[src/rtl/env_pkg.sv]
package env_pkg;

   typedef enum logic [1:0] {
      PH_ATTACK  = 2'd0,
      PH_DECAY   = 2'd1,
      PH_SUSTAIN = 2'd2,
      PH_RELEASE = 2'd3
   } env_phase_e;

   typedef enum logic [2:0] {
      STEP_LIN_DEC,
      STEP_EXP_DEC,
      STEP_LIN_INC,
      STEP_BENT_INC,
      STEP_BIG_INC
   } env_step_e;

   function automatic logic [15:0] gate_mask(input logic [4:0] code);
      logic [15:0] m;
      case (code)
         5'd0:  m = 16'h0000;  5'd1:  m = 16'hFFE0;  5'd2:  m = 16'h3FF8;  5'd3:  m = 16'h1FE7;
         5'd4:  m = 16'h7FE0;  5'd5:  m = 16'h1FF8;  5'd6:  m = 16'h0FE7;  5'd7:  m = 16'h3FE0;
         5'd8:  m = 16'h0FF8;  5'd9:  m = 16'h07E7;  5'd10: m = 16'h1FE0;  5'd11: m = 16'h07F8;
         5'd12: m = 16'h03E7;  5'd13: m = 16'h0FE0;  5'd14: m = 16'h03F8;  5'd15: m = 16'h01E7;
         5'd16: m = 16'h07E0;  5'd17: m = 16'h01F8;  5'd18: m = 16'h00E7;  5'd19: m = 16'h03E0;
         5'd20: m = 16'h00F8;  5'd21: m = 16'h0067;  5'd22: m = 16'h01E0;  5'd23: m = 16'h0078;
         5'd24: m = 16'h0027;  5'd25: m = 16'h00E0;  5'd26: m = 16'h0038;  5'd27: m = 16'h0007;
         5'd28: m = 16'h0060;  5'd29: m = 16'h0018;  5'd30: m = 16'h0020;  default: m = 16'h0000;
      endcase
      return m;
   endfunction

   function automatic logic [15:0] gate_cmp(input logic [4:0] code);
      logic [15:0] c;
      case (code)
         5'd0:  c = 16'hFFFF;  5'd2:  c = 16'h3E08;  5'd3:  c = 16'h1D04;  5'd5:  c = 16'h1E08;
         5'd6:  c = 16'h0D04;  5'd8:  c = 16'h0E08;  5'd9:  c = 16'h0504;  5'd11: c = 16'h0608;
         5'd12: c = 16'h0104;  5'd14: c = 16'h0208;  5'd15: c = 16'h0104;
         5'd17, 5'd20, 5'd23, 5'd26, 5'd29: c = 16'h0008;
         5'd18, 5'd21, 5'd24, 5'd27:        c = 16'h0004;
         default: c = 16'h0000;
      endcase
      return c;
   endfunction

endpackage

[src/rtl/env_tick_counter.sv]
module env_tick_counter #(
   parameter int CNT_W = 16
) (
   input  logic             clk,
   input  logic             rst_n,
   input  logic             tick,
   output logic [CNT_W-1:0] count
);
   localparam logic [CNT_W-1:0] LOW_FLIP = CNT_W'(5);
   localparam logic [CNT_W-1:0] MID_FLIP = CNT_W'(24);
   localparam logic [CNT_W-1:0] DEC_STEP = CNT_W'(41);

   generate
      if (CNT_W != 16) begin : g_bad_width
         $error("env_tick_counter: CNT_W must be 16");
      end
   endgenerate

   logic [CNT_W-1:0] stage_a, stage_b, count_d;

   always_comb begin
      stage_a = (count[2:0] == 3'd0) ? (count ^ LOW_FLIP) : count;
      stage_b = (stage_a[4:3] == 2'd0) ? (stage_a ^ MID_FLIP) : stage_a;
      count_d = stage_b - DEC_STEP;
   end

   always_ff @(posedge clk or negedge rst_n) begin
      if (!rst_n)    count <= '0;
      else if (tick) count <= count_d;
   end

   AST_CNT_IDLE: assert property (@(posedge clk) disable iff (!rst_n)
      !tick |=> $stable(count)) else $error("counter moved without tick");
   AST_CNT_MOVES: assert property (@(posedge clk) disable iff (!rst_n)
      tick |=> count != $past(count)) else $error("counter stuck on tick");
endmodule

[src/rtl/env_rate_gate.sv]
module env_rate_gate #(
   parameter int CNT_W  = 16,
   parameter int RATE_W = 5
) (
   input  logic [CNT_W-1:0]  count,
   input  logic [RATE_W-1:0] rate,
   output logic              open
);
   import env_pkg::*;

   generate
      if (RATE_W != 5) begin : g_bad_rate
         $error("env_rate_gate: RATE_W must be 5");
      end
   endgenerate

   logic [15:0] masked;

   always_comb begin
      masked = count[15:0] & gate_mask(rate);
      open   = ((masked ^ gate_cmp(rate)) == 16'h0000);
   end
endmodule

[src/rtl/env_step_sel.sv]
module env_step_sel #(
   parameter int ENV_W  = 11,
   parameter int REG_W  = 8,
   parameter int RATE_W = 5,
   localparam int RAW_W = ENV_W + 2
) (
   input  logic [ENV_W-1:0]        env,
   input  logic signed [RAW_W-1:0] raw_prev,
   input  env_pkg::env_phase_e     phase,
   input  logic [REG_W-1:0]        adsr1,
   input  logic [REG_W-1:0]        adsr2,
   input  logic [REG_W-1:0]        gain,
   output logic                    direct,
   output logic [ENV_W-1:0]        direct_val,
   output logic [RATE_W-1:0]       rate,
   output logic signed [RAW_W-1:0] delta,
   output logic [2:0]              sus_lvl
);
   import env_pkg::*;

   localparam logic signed [RAW_W-1:0] LIN_STEP  = RAW_W'(32);
   localparam logic signed [RAW_W-1:0] FINE_STEP = RAW_W'(8);
   localparam logic signed [RAW_W-1:0] BIG_STEP  = RAW_W'(1024);
   localparam logic signed [RAW_W-1:0] BENT_KNEE = RAW_W'(1536);
   localparam logic [RATE_W-1:0]       RATE_FULL = '1;

   generate
      if (REG_W != 8 || ENV_W != 11) begin : g_bad_fmt
         $error("env_step_sel: register and envelope widths are fixed");
      end
   endgenerate

   env_step_e              kind;
   logic                   shaped;
   logic signed [RAW_W-1:0] env_s, exp_term;

   always_comb begin
      shaped     = adsr1[REG_W-1];
      direct     = !shaped && !gain[REG_W-1];
      direct_val = ENV_W'({gain[REG_W-2:0], 4'b0000});
      sus_lvl    = shaped ? adsr2[REG_W-1 -: 3] : gain[REG_W-1 -: 3];
      rate       = gain[RATE_W-1:0];
      kind       = STEP_LIN_DEC;
      if (shaped) begin
         case (phase)
            PH_ATTACK: begin
               if (adsr1[3:0] == 4'hF) begin
                  rate = RATE_FULL;
                  kind = STEP_BIG_INC;
               end else begin
                  rate = {adsr1[3:0], 1'b1};
                  kind = STEP_LIN_INC;
               end
            end
            PH_DECAY: begin
               rate = {1'b1, adsr1[6:4], 1'b0};
               kind = STEP_EXP_DEC;
            end
            default: begin
               rate = adsr2[RATE_W-1:0];
               kind = STEP_EXP_DEC;
            end
         endcase
      end else begin
         case (gain[6:5])
            2'd0:    kind = STEP_LIN_DEC;
            2'd1:    kind = STEP_EXP_DEC;
            2'd2:    kind = STEP_LIN_INC;
            default: kind = STEP_BENT_INC;
         endcase
      end

      env_s    = $signed({2'b00, env});
      exp_term = ((env_s - RAW_W'(1)) >>> 8) + RAW_W'(1);
      case (kind)
         STEP_LIN_DEC:  delta = -LIN_STEP;
         STEP_EXP_DEC:  delta = -exp_term;
         STEP_LIN_INC:  delta = LIN_STEP;
         STEP_BENT_INC: delta = (raw_prev < BENT_KNEE) ? LIN_STEP : FINE_STEP;
         default:       delta = BIG_STEP;
      endcase
   end
endmodule

[src/rtl/env_gen.sv]
module env_gen #(
   parameter int ENV_W  = 11,
   parameter int REG_W  = 8,
   parameter int CNT_W  = 16,
   parameter int RATE_W = 5
) (
   input  logic             clk,
   input  logic             rst_n,
   input  logic             tick,
   input  logic             key_on,
   input  logic             key_off,
   input  logic             soft_rst,
   input  logic             end_noloop,
   input  logic [REG_W-1:0] adsr1,
   input  logic [REG_W-1:0] adsr2,
   input  logic [REG_W-1:0] gain,
   output logic [ENV_W-1:0] env_out,
   output logic [1:0]       state_out,
   output logic [ENV_W-5:0] env_level
);
   import env_pkg::*;

   localparam int RAW_W = ENV_W + 2;
   localparam logic signed [RAW_W-1:0] ENV_MAX_S = RAW_W'((1 << ENV_W) - 1);
   localparam logic [ENV_W-1:0]        REL_STEP  = ENV_W'(8);

   logic [CNT_W-1:0]        count;
   logic                    gate_open, direct;
   logic [RATE_W-1:0]       rate;
   logic signed [RAW_W-1:0] delta, raw_sum, raw_q, raw_d;
   logic [ENV_W-1:0]        direct_val, env_q, env_d, env_clamped;
   logic [2:0]              sus_lvl;
   env_phase_e              phase_q, phase_d;
   logic                    rel_tick;

   env_tick_counter #(.CNT_W(CNT_W)) u_cnt (
      .clk(clk), .rst_n(rst_n), .tick(tick), .count(count));

   env_rate_gate #(.CNT_W(CNT_W), .RATE_W(RATE_W)) u_gate (
      .count(count), .rate(rate), .open(gate_open));

   env_step_sel #(.ENV_W(ENV_W), .REG_W(REG_W), .RATE_W(RATE_W)) u_step (
      .env(env_q), .raw_prev(raw_q), .phase(phase_q),
      .adsr1(adsr1), .adsr2(adsr2), .gain(gain),
      .direct(direct), .direct_val(direct_val), .rate(rate),
      .delta(delta), .sus_lvl(sus_lvl));

   always_comb begin
      raw_sum = $signed({2'b00, env_q}) + delta;
      if (raw_sum < 0)              env_clamped = '0;
      else if (raw_sum > ENV_MAX_S) env_clamped = ENV_MAX_S[ENV_W-1:0];
      else                          env_clamped = raw_sum[ENV_W-1:0];

      rel_tick = key_off || end_noloop || (phase_q == PH_RELEASE);
      env_d    = env_q;
      phase_d  = phase_q;
      raw_d    = raw_q;

      if (soft_rst) begin
         env_d   = '0;
         phase_d = PH_RELEASE;
         raw_d   = '0;
      end else if (key_on) begin
         env_d   = '0;
         phase_d = PH_ATTACK;
         raw_d   = '0;
      end else if (rel_tick) begin
         env_d   = (env_q > REL_STEP) ? (env_q - REL_STEP) : '0;
         phase_d = PH_RELEASE;
         raw_d   = $signed({2'b00, env_d});
      end else begin
         if (direct) begin
            env_d = direct_val;
            raw_d = $signed({2'b00, direct_val});
         end else begin
            raw_d = raw_sum;
            if (gate_open) env_d = env_clamped;
         end
         if (phase_q == PH_ATTACK) begin
            if (raw_d > ENV_MAX_S || raw_d < 0) phase_d = PH_DECAY;
         end else if (phase_q == PH_DECAY) begin
            if (env_d[ENV_W-1 -: 3] == sus_lvl) phase_d = PH_SUSTAIN;
         end
      end
   end

   always_ff @(posedge clk or negedge rst_n) begin
      if (!rst_n) begin
         env_q   <= '0;
         phase_q <= PH_RELEASE;
         raw_q   <= '0;
      end else if (tick) begin
         env_q   <= env_d;
         phase_q <= phase_d;
         raw_q   <= raw_d;
      end
   end

   assign env_out   = env_q;
   assign state_out = phase_q;
   assign env_level = env_q[ENV_W-1:4];

   AST_SOFT_CLEAR: assert property (@(posedge clk) disable iff (!rst_n)
      tick && soft_rst |=> env_out == '0 && state_out == PH_RELEASE)
      else $error("soft reset not applied");
   AST_KEYON_ARM: assert property (@(posedge clk) disable iff (!rst_n)
      tick && !soft_rst && key_on |=> env_out == '0 && state_out == PH_ATTACK)
      else $error("key-on not applied");
   AST_REL_FALL: assert property (@(posedge clk) disable iff (!rst_n)
      tick && !soft_rst && !key_on && (key_off || end_noloop || state_out == PH_RELEASE)
      |=> state_out == PH_RELEASE &&
          env_out == (($past(env_out) > REL_STEP) ? ($past(env_out) - REL_STEP) : '0))
      else $error("release step wrong");
   AST_IDLE_HOLD: assert property (@(posedge clk) disable iff (!rst_n)
      !tick |=> $stable(env_out) && $stable(state_out))
      else $error("envelope moved without tick");
   AST_GATE_SHUT: assert property (@(posedge clk) disable iff (!rst_n)
      tick && !soft_rst && !key_on && !rel_tick && !direct && rate == '0 |=> $stable(env_out))
      else $error("rate 0 changed envelope");
   AST_GATE_FULL: assert property (@(posedge clk) disable iff (!rst_n)
      rate == '1 |-> gate_open)
      else $error("rate 31 gate closed");
endmodule

[config.mk]
export PLATFORM = sky130hd
export DESIGN_NAME = env_gen
export DESIGN_NICKNAME = d
export VERILOG_FILES = /design/src/rtl/env_pkg.sv /design/src/rtl/env_tick_counter.sv /design/src/rtl/env_rate_gate.sv /design/src/rtl/env_step_sel.sv /design/src/rtl/env_gen.sv
export SDC_FILE = /design/constraint.sdc
export NUM_CORES = 1
export LEC_CHECK = 0
export BUFFER_PORTS_ARGS = -buffer_cell sky130_fd_sc_hd__clkbuf_2
export CORE_MARGIN = 2
export CORE_UTILIZATION = 39
export DETAILED_ROUTE_END_ITERATION = 10
export MAX_ROUTING_LAYER = met4
export PLACE_DENSITY = 0.67
export SLEW_MARGIN = 20
export SYNTH_ARGS = -nofsm -noshare
export SYNTH_HDL_FRONTEND = slang
export SYNTH_SLANG_ARGS = --single-unit
export TNS_END_PERCENT = 50
[constraint.sdc]
create_clock -name clk -period 7.2 [get_ports clk]
set_input_delay 1.08 -clock clk [delete_from_list [all_inputs] [get_ports clk]]
set_output_delay 1.08 -clock clk [all_outputs]
set_load 0.01 [all_outputs]
==> metrics.md <==
| Metric | Value |
|---|---|
| Data arrival, critical path | `roughly 5700 ps` |
| Largest net degree at the start of global routing | `34` |
| Seq pwr share | `about a quarter` |
| Final Hold Vio Count | `0` |
| Crit share post-route | `between 70% and 80%` |
| Fin Hold WS | `482 ps` |
| Routed wl met3 | `roughly 800 µm` |
| Syn nets | `about 540` |
| DRC | `0` |
| Delay-heaviest family, CP | `compound AO/OA/AOI/OAI gates` |
| Top sig layer | `met4` |
| Vias in the first global route | `~3400` |
| Slew Limit Fails | `0` |
| Final Net Count | `approximately 570` |
| Yosys cell types | `82` |
| CP endpoint kind | `register` |
| Slowest-stage cell, CP | `o21ai_1` |
| Root buffer cell | `clkbuf_8` |
| EDFF count, synth | `0` |
| PortBufs | `50` |
| Worst Skew | `about 12 ps` |
| Hold Crit Class | `register to register` |
| Buffers and inverters on the worst path | `3` |
| Synthesized cell area | `about 3800 µm²` |
| Via count | `between 3000 and 4000` |
| Clock buffer depth | `2` |
| VDD IR-drop max | `approximately 0.00015 V` |
| First-pass GRT wire length | `between 15000 and 20000 µm` |
| Drt total wl | `~11000 µm` |
| Psw | `between 800 and 900 µW` |
| Post-route ant nets | `0` |
| CP required | `7420 ps` |
| Post-CTS Hold Fix Bufs | `0` |
| Routability cong. | `approximately 0.97` |
| Sw frac | `slightly above 50%` |
| Max-Cap Viols | `0` |
| Ys async rst share | `100%` |
| Total design power | `~1.6 mW` |
| GRT Resource Usage Total | `a little over a fifth` |
| Cell Area, Placed | `a little over 4000 µm²` |
| TritonCTS clock tree | `built` |
| CP peak stage delay | `590 ps` |
| CP Launch Type | `input pin` |
| Syn avg cell area | `7.85 µm²` |
| Final Non-Filler Cells | `around 650` |
| Int Power | `778 µW` |
| Pleak | `1.86 nW` |
| Top FF cell, synth | `dfrtp_1` |
| Skew-Pair Late Insertion Delay | `about 300 ps` |
| Core ar. | `between 9000 and 10000 µm²` |
| Grt ovf | `0` |
| RSZ-0062 raised after global routing | `no` |
| Mapped Cells | `485` |
| Logic pwr share | `67.7%` |
| Register area share after synthesis | `a little over a fifth` |
| Die width | `103 µm` |
| IO Count | `51` |
| P per Cell Area | `391 nW/µm²` |
| DR WL met2 | `approximately 5100 µm` |
| Starting Density | `39.5%` |
| Most common cell after layout, fill and taps aside | `clkbuf_2` |
| Via density | `approximately 6.0` |
| Critical Setup Path Class | `input pin to register` |
| Final instance area | `approximately 4100 µm²` |
| Final Util | `a little over two fifths` |
| Die Height | `a little over 100 µm` |
| Std cell rows | `36` |
| H-tree levels | `2` |
| Setup_tns | `0 ps` |
| Setup bufs post-CTS | `0` |
| Layout cell share with drive strength beyond 1 | `roughly 18%` |
| Wire per inst | `around 17 µm` |
| Initial antenna violation count | `0` |
| Crit-path cells | `clkbuf_2 -> nor3b_1 -> a21o_1 -> nand2_1 -> inv_1 -> nor2_1 -> inv_1 -> ha_1 -> o21a_1 -> o21a_1 -> o31ai_1 -> or2_2 -> o221a_2 -> o21ai_1 -> o21ai_0 -> or3_1 -> a31oi_2 -> xor2_1 -> a31oi_2 -> mux2i_1` |
| Drt initial violations | `300` |
| M1 WL | `between 5000 and 6000 µm` |
| Diode count | `0` |
| Clock slew at reported path FFs | `80 ps` |
| Post-CTS resize count | `0` |
| DP Worst Slack | `between 1000 and 1500 ps` |
| Worst slew margin | `between 10% and 20%` |
| Placed Cells incl. Taps | `641` |
| Area growth syn-to-layout | `8.74%` |
| Most frequent cells in the layout | `clkbuf_2 (50), nand2_1 (46), nor2_1 (44)` |
| Maximum fanout along the worst path | `27` |
| Num CTS Buffers | `5` |
| Final worst path period need | `approximately 5400 ps` |
| Status | `finished, final reports clean` |
| Max Fclk | `~180 MHz` |
| Worst Slack Setup Final | `1750 ps` |
| Syn. warnings | `0` |
| Dpl hpwl | `approximately 8700 µm` |
| Clk network pwr share | `roughly 8.9%` |
| Die Footprint | `about 11000 µm²` |
| Seq cells post-synth | `33` |
| Endpoints failing setup | `0` |
| Worst Max-Slew Pin Slew | `about 1200 ps` |
| Clock tree sinks | `33` |
| Initial DRT Pass Iterations | `5` |
-- routing by layer --
metal / up-vias / global-route usage [%]
met2: 143 / 33.1
met4: 0 / 5.26
met1: 1859 / 30.5
met3: 17 / 3.32
met5: - / -
li1: 1845 / -
-- final cells by class --
type                    instances  area, µm²
clock buffers                   5       68.8
inverters                      29        109
repair buffers                 52        265
flip-flops and latches         33        828
fillers                      1010       5500
well taps                     133        166
multi-input cells             394       2690
clock inverters                 3       17.5
-- worst reg2reg max path: stages, from the launching register on --
cell,delay (ps)
dfrtp_1,500
nor3_1,660
o2111ai_1,270
nand2_1,160
inv_1,70
nor2_1,200
inv_1,190
ha_1,390
o21a_1,140
o21a_1,130
o31ai_1,80
or2_2,320
o221a_2,320
o21ai_1,590
o21ai_0,170
or3_1,340
a31oi_2,250
xor2_1,110
a31oi_2,220
mux2i_1,250
-- cell families after synthesis --
kind of cell / after synthesis / synth area share, %
compound gates: 171 / 32.7
simple gates: 161 / 20.6
buf+inv: 58 / 7.72
flops: 33 / 21.8
xor+xnor: 30 / 6.90
fa+ha+maj: 19 / 6.44
mux: 13 / 3.88
-- final timing paths --
path	cells past startpoint	slack, ps	endpoint	startpoint
min in group asynchronous	1	900	env_out[7]	rst_n
worst min register to register	1	480	u_cnt.count[15]	u_cnt.count[15]
worst max-delay path	20	1750	state_out[0]	adsr1[7]
max in group asynchronous	1	5740	u_cnt.count[3]	rst_n
worst min-delay path	1	480	u_cnt.count[15]	u_cnt.count[15]
worst max register to register	19	1760	state_out[0]	env_out[5]
-- sequential cells by signal (all words and copies together), names as in the netlist --
signal	count
u_cnt.count	16
env_out	11
raw_q	4
state_out	2
-- cell usage after synthesis, types with 4 or more instances --
master,count,area (µm²)
a211oi_1,6,45.0
nor2_1,44,165
nand4_1,4,25.0
mux2i_1,8,80.1
a22oi_1,5,37.5
nand3_1,13,65.1
a21o_1,9,67.6
ha_1,18,225
a31o_2,4,35.0
inv_1,27,101
dfrtp_1,31,776
o21ai_1,4,20.0
o21a_1,7,52.6
a21oi_1,28,140
clkbuf_1,9,33.8
xnor2_1,17,149
o31a_1,6,52.6
buf_2,4,20.0
o211ai_1,4,30.0
a31oi_1,6,37.5
buf_6,5,56.3
xor2_1,13,114
o31ai_1,8,60.1
nor3_1,18,90.1
o21bai_1,6,45.0
nand2_1,46,173
o21ai_0,37,185
or2_2,5,31.3
o2bb2ai_1,5,43.8
buf_4,9,67.6
-- power groups by stage --
stage | registers, mW | logic [mW] | clock network (mW)
after floorplan | 0.345 | 0.872 | 0
after global placement | 0.377 | 1.07 | 0
after detailed placement | 0.379 | 1.08 | 0
after CTS | 0.376 | 1.09 | 0.150
after global routing | 0.390 | 1.23 | 0.159
final | 0.378 | 1.10 | 0.145
Power figures use the tool's default switching activity.
